File: config.mk
export PLATFORM = sky130hd
export DESIGN_NAME = periph_regs
export DESIGN_NICKNAME = d
export VERILOG_FILES = /design/src/rtl/periph_pkg.sv /design/src/rtl/periph_decode.sv /design/src/rtl/periph_free_counter.sv /design/src/rtl/periph_uart_port.sv /design/src/rtl/periph_status.sv /design/src/rtl/periph_regs.sv
export SDC_FILE = /design/constraint.sdc
export NUM_CORES = 1
export LEC_CHECK = 0
export CAP_MARGIN = 20
export CORE_MARGIN = 5
export CORE_UTILIZATION = 45
export CTS_CLUSTER_DIAMETER = 100
export DETAILED_ROUTE_END_ITERATION = 16
export GPL_ROUTABILITY_DRIVEN = 0
export PLACE_DENSITY = 0.73
export SYNTH_ARGS = -nofsm -noshare
export SYNTH_HDL_FRONTEND = slang
export SYNTH_SLANG_ARGS = --single-unit
File: constraint.sdc
create_clock -name clk -period 5.2 [get_ports clk]
set_input_delay 0.52 -clock clk [delete_from_list [all_inputs] [get_ports clk]]
set_output_delay 0.52 -clock clk [all_outputs]
set_load 0.05 [all_outputs]
File: src/rtl/periph_pkg.sv
package periph_pkg;

  localparam int unsigned ADDR_W = 32;

  localparam logic [ADDR_W-1:0] A_UART  = 32'h2000_0000;
  localparam logic [ADDR_W-1:0] A_MASK  = 32'h2000_0010;
  localparam logic [ADDR_W-1:0] A_STAT  = 32'h2000_0020;
  localparam logic [ADDR_W-1:0] A_CFG   = 32'h2000_0070;
  localparam logic [ADDR_W-1:0] A_PID   = 32'h2000_0080;
  localparam logic [ADDR_W-1:0] A_FAULT = 32'h2000_0090;
  localparam logic [ADDR_W-1:0] A_TLB   = 32'h2000_00A0;

  localparam int unsigned TLB_STRIDE = 8;
  localparam int unsigned PAGE_BITS  = 12;

  localparam int unsigned B_RXAV  = 0;
  localparam int unsigned B_TXRDY = 1;
  localparam int unsigned B_TAPN  = 2;
  localparam int unsigned B_TAP   = 3;
  localparam int unsigned B_FAULT = 9;

  typedef struct packed {
    logic uart;
    logic mask;
    logic stat;
    logic cfg;
    logic pid;
    logic fault;
    logic tlb;
  } hit_t;

endpackage

File: src/rtl/periph_decode.sv
module periph_decode
  import periph_pkg::*;
#(
  parameter int unsigned TLB_ENTRIES = 4
) (
  input  logic [ADDR_W-1:0] addr,
  output hit_t              hit
);

  localparam logic [ADDR_W-1:0] TLB_END =
    A_TLB + ADDR_W'(TLB_ENTRIES * TLB_STRIDE);

  always_comb begin
    hit       = '0;
    hit.uart  = (addr == A_UART);
    hit.mask  = (addr == A_MASK);
    hit.stat  = (addr == A_STAT);
    hit.cfg   = (addr == A_CFG);
    hit.pid   = (addr == A_PID);
    hit.fault = (addr == A_FAULT);
    hit.tlb   = (addr >= A_TLB) && (addr < TLB_END);
  end

endmodule

File: src/rtl/periph_free_counter.sv
module periph_free_counter #(
  parameter int unsigned CNT_W   = 32,
  parameter int unsigned CNT_TAP = 18
) (
  input  logic clk,
  input  logic rst_n,
  output logic tap
);

  logic [CNT_W-1:0] cnt_q;
  logic [CNT_W-1:0] cnt_d;

  always_comb begin
    cnt_d = cnt_q + CNT_W'(1);
  end

  always_ff @(posedge clk or negedge rst_n) begin
    if (!rst_n) cnt_q <= '0;
    else        cnt_q <= cnt_d;
  end

  assign tap = cnt_q[CNT_TAP];

endmodule

File: src/rtl/periph_uart_port.sv
module periph_uart_port (
  input  logic       clk,
  input  logic       rst_n,
  input  logic       wr_en,
  input  logic [7:0] wr_byte,
  input  logic       rx_valid,
  input  logic [7:0] rx_byte,
  output logic       tx_strobe,
  output logic [7:0] tx_byte,
  output logic [7:0] rx_hold
);

  logic       strobe_d;
  logic [7:0] txb_q, txb_d;
  logic [7:0] hold_q, hold_d;

  always_comb begin
    strobe_d = wr_en;
    txb_d    = wr_en ? wr_byte : txb_q;
    hold_d   = rx_valid ? rx_byte : hold_q;
  end

  always_ff @(posedge clk or negedge rst_n) begin
    if (!rst_n) begin
      tx_strobe <= 1'b0;
      txb_q     <= '0;
      hold_q    <= '0;
    end else begin
      tx_strobe <= strobe_d;
      if (wr_en)    txb_q  <= txb_d;
      if (rx_valid) hold_q <= hold_d;
    end
  end

  assign tx_byte = txb_q;
  assign rx_hold = hold_q;

endmodule

File: src/rtl/periph_status.sv
module periph_status
  import periph_pkg::*;
#(
  parameter int unsigned DATA_W = 32
) (
  input  logic              clk,
  input  logic              rst_n,
  input  logic              wr_stat,
  input  logic              wr_mask,
  input  logic [DATA_W-1:0] wdata,
  input  logic              rx_set,
  input  logic              rx_clr,
  input  logic              fault_set,
  input  logic              fault_clr,
  input  logic              tx_ready,
  input  logic              tap,
  output logic [DATA_W-1:0] status_word,
  output logic [DATA_W-1:0] mask_q,
  output logic              irq
);

  logic [DATA_W-1:0] stat_q, stat_d;
  logic [DATA_W-1:0] mask_d;
  logic              stat_en;

  always_comb begin
    stat_en = wr_stat | rx_set | rx_clr | fault_set | fault_clr;
    stat_d  = wr_stat ? wdata : stat_q;
    if (rx_clr)    stat_d[B_RXAV]  = 1'b0;
    if (fault_clr) stat_d[B_FAULT] = 1'b0;
    if (rx_set)    stat_d[B_RXAV]  = 1'b1;
    if (fault_set) stat_d[B_FAULT] = 1'b1;
    stat_d[B_TXRDY] = 1'b0;
    stat_d[B_TAPN]  = 1'b0;
    stat_d[B_TAP]   = 1'b0;
    mask_d = wr_mask ? wdata : mask_q;
  end

  always_ff @(posedge clk or negedge rst_n) begin
    if (!rst_n) begin
      stat_q <= '0;
      mask_q <= '0;
    end else begin
      if (stat_en) stat_q <= stat_d;
      if (wr_mask) mask_q <= mask_d;
    end
  end

  always_comb begin
    status_word          = stat_q;
    status_word[B_TXRDY] = tx_ready;
    status_word[B_TAPN]  = ~tap;
    status_word[B_TAP]   = tap;
    irq = |(status_word & mask_q);
  end

endmodule

File: src/rtl/periph_regs.sv
module periph_regs
  import periph_pkg::*;
#(
  parameter int unsigned DATA_W      = 32,
  parameter int unsigned CNT_W       = 32,
  parameter int unsigned CNT_TAP     = 18,
  parameter int unsigned TLB_ENTRIES = 4
) (
  input  logic              clk,
  input  logic              rst_n,
  input  logic              bus_sel,
  input  logic              bus_we,
  input  logic [31:0]       bus_addr,
  input  logic [DATA_W-1:0] bus_wdata,
  output logic [DATA_W-1:0] bus_rdata,
  input  logic              rx_valid,
  input  logic [7:0]        rx_byte,
  input  logic              tx_ready,
  output logic              tx_strobe,
  output logic [7:0]        tx_byte,
  input  logic              fault_valid,
  input  logic [31:0]       fault_addr,
  output logic              irq
);

  localparam logic [31:0] PAGE_MASK = ~((32'd1 << PAGE_BITS) - 32'd1);

  // reset: asserted asynchronously, released on a clock edge
  logic [1:0] rst_pipe;
  logic       rst_sync_n;

  always_ff @(posedge clk or negedge rst_n) begin
    if (!rst_n) rst_pipe <= 2'b00;
    else        rst_pipe <= {rst_pipe[0], 1'b1};
  end
  assign rst_sync_n = rst_pipe[1];

  hit_t hit;
  logic rd_en, wr_en;
  logic [DATA_W-1:0] status_word, mask_q;
  logic [7:0]        rx_hold;
  logic              tap;

  assign rd_en = bus_sel & ~bus_we;
  assign wr_en = bus_sel &  bus_we;

  periph_decode #(.TLB_ENTRIES(TLB_ENTRIES)) u_decode (
    .addr (bus_addr),
    .hit  (hit)
  );

  periph_free_counter #(.CNT_W(CNT_W), .CNT_TAP(CNT_TAP)) u_counter (
    .clk   (clk),
    .rst_n (rst_sync_n),
    .tap   (tap)
  );

  periph_uart_port u_uart (
    .clk       (clk),
    .rst_n     (rst_sync_n),
    .wr_en     (wr_en & hit.uart),
    .wr_byte   (bus_wdata[7:0]),
    .rx_valid  (rx_valid),
    .rx_byte   (rx_byte),
    .tx_strobe (tx_strobe),
    .tx_byte   (tx_byte),
    .rx_hold   (rx_hold)
  );

  periph_status #(.DATA_W(DATA_W)) u_status (
    .clk         (clk),
    .rst_n       (rst_sync_n),
    .wr_stat     (wr_en & hit.stat),
    .wr_mask     (wr_en & hit.mask),
    .wdata       (bus_wdata),
    .rx_set      (rx_valid),
    .rx_clr      (rd_en & hit.uart),
    .fault_set   (fault_valid),
    .fault_clr   (wr_en & hit.tlb),
    .tx_ready    (tx_ready),
    .tap         (tap),
    .status_word (status_word),
    .mask_q      (mask_q),
    .irq         (irq)
  );

  // process identifier and captured fault page
  logic [DATA_W-1:0] pid_q, pid_d;
  logic [31:0]       page_q, page_d;
  logic              pid_en;

  always_comb begin
    pid_en = wr_en & hit.pid;
    pid_d  = pid_en ? bus_wdata : pid_q;
    page_d = fault_valid ? (fault_addr & PAGE_MASK) : page_q;
  end

  always_ff @(posedge clk or negedge rst_sync_n) begin
    if (!rst_sync_n) begin
      pid_q  <= '0;
      page_q <= '0;
    end else begin
      if (pid_en)      pid_q  <= pid_d;
      if (fault_valid) page_q <= page_d;
    end
  end

  // registered read data
  logic [DATA_W-1:0] rdata_d, rdata_q;

  always_comb begin
    rdata_d = '0;
    unique case (1'b1)
      hit.uart:  rdata_d = DATA_W'(rx_hold);
      hit.mask:  rdata_d = mask_q;
      hit.stat:  rdata_d = status_word;
      hit.pid:   rdata_d = pid_q;
      hit.fault: rdata_d = DATA_W'(page_q);
      default:   rdata_d = '0;
    endcase
  end

  always_ff @(posedge clk or negedge rst_sync_n) begin
    if (!rst_sync_n)  rdata_q <= '0;
    else if (rd_en)   rdata_q <= rdata_d;
  end

  assign bus_rdata = rdata_q;

endmodule

-- Word level (Yosys, flattened, before mapping)
Cells that the tools add are included.
- reduce and logical (&&, ||, !) cells: 7
- $lt $le $gt $ge: 2
- muxes and demuxes: 6
- bitwise gates (word level): 15
- add/subtract/negate cells: 1
- equality and inequality tests: 5
- operator list (kind ; number):
    $eq A32 B30 Y1 const B ; 5
    $pmux W32 S5 ; 1
    $add A32 B1 Y32 const B ; 1
    $and A32 B32 Y32 ; 1
    $ge A32 B30 Y1 const B ; 1
    $lt A32 B30 Y1 const B ; 1
    $reduce_or A32 Y1 ; 1
    $mux W10 ; 1
    $and A1 B1 Y1 ; 8
    $reduce_and A2 Y1 ; 3
    $reduce_bool A3 Y1 ; 2
    $mux W1 ; 4
    $or A1 B1 Y1 ; 4
    $not A1 Y1 ; 2
    $logic_and A1 B1 Y1 ; 1
- input bits: 111
- logic and storage cells: 48
- output and inout port bits: 42
- register bits after elaboration: 196

-- Longest topological paths before layout
- word-level depth: 7
- depth in mapped cells: 7
- mapped depth without buffers: 5

-- Cells and area by module
From an unflattened synthesis, not the netlist that was laid out.
- cells, all modules: 577
- area, all modules: 7856.3 µm²
- modules (own cells, without submodules) (module ; area an instance (µm²) ; instances ; cells each ; sequential area each (µm²)):
    periph_regs ; 3693.5 ; 1 ; 297 ; 2152.1
    periph_status ; 2442.3 ; 1 ; 155 ; 1526.5
    periph_free_counter ; 825.8 ; 1 ; 67 ; 475.5
    periph_uart_port ; 688.2 ; 1 ; 35 ; 425.4
    periph_decode ; 206.4 ; 1 ; 23 ; 0.0

-- Worst setup path after synthesis
No wires, ideal clock.
- path kind: in2reg
- start point: in bus_addr[5]
- end point: reg u_uart.txb_q[0] (netlist: u_uart.tx_byte[0])
- setup slack: 3004 ps
- stages: 7
- library setup time: 125 ps
- arrival time: 2071 ps
- buffers on the path: 3
- data required time: 5075 ps
- path through: buf_2 -> or2_1 -> buf_4 -> nor3_1 -> or4b_1 -> buf_6 -> mux2_4
- cells in the longest elaborated chain, start to end: 2
- RTL lines (item ; RTL line ; RTL):
    from (decl) ; periph_regs.sv:13 ; input logic [31:0] bus_addr,
    $eq A32 B30 Y1 ; periph_decode.sv:15 ; hit.uart = (addr == A_UART);
    $and A1 B1 Y1 ; periph_regs.sv:61 ; .wr_en (wr_en & hit.uart),
    to (signal assigned) ; periph_uart_port.sv:30 ; if (wr_en) txb_q <= txb_d;
    to (decl) ; periph_uart_port.sv:14 ; logic [7:0] txb_q, txb_d;
Every way passes these cells.
A chain may end at the register's enable or synchronous reset.

-- Worst setup path in the final report
- start point: in tx_ready
- end point: out irq
- cells in the longest elaborated chain, start to end: 2
- RTL lines (item ; RTL line ; RTL):
    from (decl) ; periph_regs.sv:18 ; input logic tx_ready,
    $and A32 B32 Y32 ; periph_status.sv:54 ; irq = |(status_word & mask_q);
    $reduce_or A32 Y1 ; periph_status.sv:54 ;
    to (decl) ; periph_regs.sv:23 ; output logic irq
Every way passes these cells.

==> impl_metrics.tcl <==
set metrics [dict create \
    synth_area_mm2 0.008242 \
    fill_cells 1451 \
    grt_pass1_wl_um 35280 \
    drtIter0Drc 378 \
    die_w_um 145.3 \
    synth_fp_nets 752 \
    rr_worst_depth 5 \
    slew_headroom 0.3312 \
    row_count 49 \
    path_class "input port to output port" \
    multi_input_area_mm2 0.003473 \
    worstPathRequired_ns 4.68 \
    port_buffers 140 \
    cap_violations 0 \
    p_leak_nw 4.573 \
    ant_nets 0 \
    synthFlopType "dfrtp_1" \
    hold_buffers 0 \
    ys_warn_count 0 \
    pre_cts_ws_ns 1.686 \
    clock_skew_ns 0.007483 \
    ctsResizeCount 0 \
    switchingPower_w 0.0006417 \
    gr-total-overflow 0 \
    root_buffer "clkbuf_16" \
    synth_edf_count 0 \
    fin_cells 1011 \
    tritoncts "built" \
    vdd.ir_drop.worst_mv 0.1974 \
    cts_sinks 183 \
    num-nets-final 881 \
    finalSetupTns_ns 0 \
    grt_pass1_vias 6350 \
    hold_violations 0 \
    path_max_fanout 2 \
    cts_max_level 4 \
    grt_usage 0.2089 \
    final.setup.worst_slack_ns 1.799 \
    ff_latch_area_mm2 0.004583 \
    ys_ff_latch 183 \
    start_kind "input port" \
    vias_per_cell 5.878 \
    die_h_um 145.3 \
    wl_per_cell_um 21.78 \
    max_freq_mhz 294.0 \
    dp_cells 979 \
    final_cell_mix "182 x dfrtp_1, 139 x clkdlybuf4s50_1, 114 x mux2_2" \
    power.internal_w 0.002451 \
    yosysSeqAreaShare 0.5556 \
    regToRegSetupSlack_ns 3.57 \
    rsz0062_at_grt "false" \
    coreArea_mm2 0.01802 \
    io-pin-count 153 \
    antenna_found_initial 3 \
    dpl.hpwl_um 14970 \
    syn_inst 640 \
    pwr-share-seq 0.475 \
    areaGrowthSynthToFinish_pct 27.68 \
    finalCritPeriodShare 0.6540 \
    p_per_area_mw_per_mm2 293.9 \
    final_max_slew_viol_count 0 \
    pwr-share-comb 0.065 \
    clk_pin_slew_ns 0.06 \
    min_path_type "input port to async pin" \
    r2r_start "u_counter.cnt_q[0]" \
    routed-via-count 5943 \
    clockPowerShare 0.460 \
    die-area_mm2 0.02112 \
    drc 0 \
    switching_share 0.2075 \
    endpoint_kind "output port" \
    cts_max_path_buffers 2 \
    final_common_cell "dfrtp_1" \
    ys_types 45 \
    worstPathArrival_ns 2.88 \
    initial_utilization 0.4572 \
    wl_um 22020 \
    postCtsSetupRepairBufs 0 \
    r2r-end "u_counter.cnt_q[18]" \
    async_flop_share 1.000 \
    clkLatencyLatePin_ns 0.43 \
    drive_gt1_frac 0.2269 \
    syn_avg_cell_area_um2 12.88 \
    worst_slew_pin_slew_ns 1.003 \
    outcome "finished clean" \
    numCtsBuffers 17 \
    first_pass_iters 5 \
    setup_violations 0 \
    grt_max_degree 116 \
    final.min_clock_period_ns 3.401 \
]
## final cells by class
| type | instances | area share |
|---|---|---|
| inverters | 4 | 0.001427 |
| repair buffers | 152 | 0.1432 |
| multi-input cells | 411 | 0.3301 |
| diodes | 2 | 0.0004756 |
| well taps | 229 | 0.02723 |
| clock inverters | 8 | 0.01605 |
| flip-flops and latches | 183 | 0.4356 |
| clock buffers | 22 | 0.04602 |
## registers in the layout, summed over array words and instances, names as in the netlist
signal / flops
page_q: 20
pid_q: 32
u_status.stat_q: 29
u_status.mask_q: 32
u_counter.cnt_q: 19
bus_rdata: 32
rst_pipe: 2
u_uart.rx_hold: 8
u_uart.tx_byte: 8
u_uart.tx_strobe: 1
## worst max path at each step
stage                            from            end  slack, ns  depth (start not counted)
after floorplan           rst_pipe[1]   bus_rdata[0]       2.18                          0
after global placement         bus_we   bus_rdata[0]       1.72                          6
after detailed placement       bus_we  bus_rdata[23]       1.69                          6
after CTS                    tx_ready            irq       1.80                          6
after global routing         tx_ready            irq       1.73                          6
final                        tx_ready            irq       1.80                          6
## through the flow
stage	hold WS [ns]	util	power (W)	area (µm²)
finish	0.2543	0.5838	0.003093	10520
detailed placement	0.3420	0.5473	0.001697	9864
global route	0.2501	0.5838	0.003182	10520
floorplan	0.2244	-	0.001572	8243
CTS	0.2404	0.5835	0.003115	10520
global placement	0.3386	0.5464	0.001690	9849
## cells in the mapped netlist (3+ instances only)
cell type,count,area share
a21oi_1,20,0.012
clkbuf_1,25,0.011
nor4_4,6,0.015
a221oi_1,20,0.021
o2bb2ai_1,11,0.012
nor4b_1,4,0.0043
nand4_1,5,0.0038
and3_1,5,0.0038
nor2b_1,5,0.0038
mux2i_1,11,0.013
mux2_1,5,0.0068
or4_1,3,0.0027
inv_1,4,0.0018
nor2_1,4,0.0018
nand2_1,41,0.019
xnor2_1,11,0.012
mux2_2,114,0.16
xor2_1,7,0.0074
a22o_1,6,0.0064
buf_4,3,0.0027
nor4_1,3,0.0023
dfrtp_1,183,0.56
nand3b_1,36,0.033
o21ai_1,30,0.018
a22oi_1,24,0.022
nand2b_1,3,0.0023
nand3_1,8,0.0049
and4_1,3,0.0032
mux2_4,8,0.015
buf_2,12,0.0073
nor3_1,4,0.0024
o21ai_0,3,0.0018
## power groups by stage
stage / combinational (W) / sequential, W / clock [W]
after global placement: 0.000195 / 0.00150 / 0
after global routing: 0.000215 / 0.00147 / 0.00149
after CTS: 0.000203 / 0.00147 / 0.00144
after detailed placement: 0.000202 / 0.00150 / 0
after floorplan: 0.0000711 / 0.00150 / 0
final: 0.000201 / 0.00147 / 0.00142
## routing by layer
metal / up-vias / GRT usage / share of wire / routed length [µm]
met5: - / 0 / 0.00050 / 11
li1: 2629 / - / - / -
met2: 212 / 0.3595 / 0.52 / 11400
met1: 3065 / 0.2567 / 0.40 / 8701
met3: 35 / 0.04827 / 0.065 / 1429
met4: 2 / 0.07836 / 0.022 / 483
## worst max-delay path: stages
cell,delay (ns)
clkdlybuf4s50_1,0.43
a22o_1,0.22
a221oi_1,0.34
nand3_1,0.16
or4_1,0.46
clkdlybuf4s50_1,0.73
## cells by family after synthesis
family	Yosys count	share of synthesized area
AND/OR/NAND/NOR	138	0.1131
adder cells (fa/ha/maj)	1	0.001518
multiplexers	138	0.1905
flip-flops	183	0.5556
buffers and inverters	46	0.02505
XOR/XNOR	18	0.01913
AO/OA/AOI/OAI	115	0.09458
other	1	0.0004550
(Power assumes the default switching activity.)
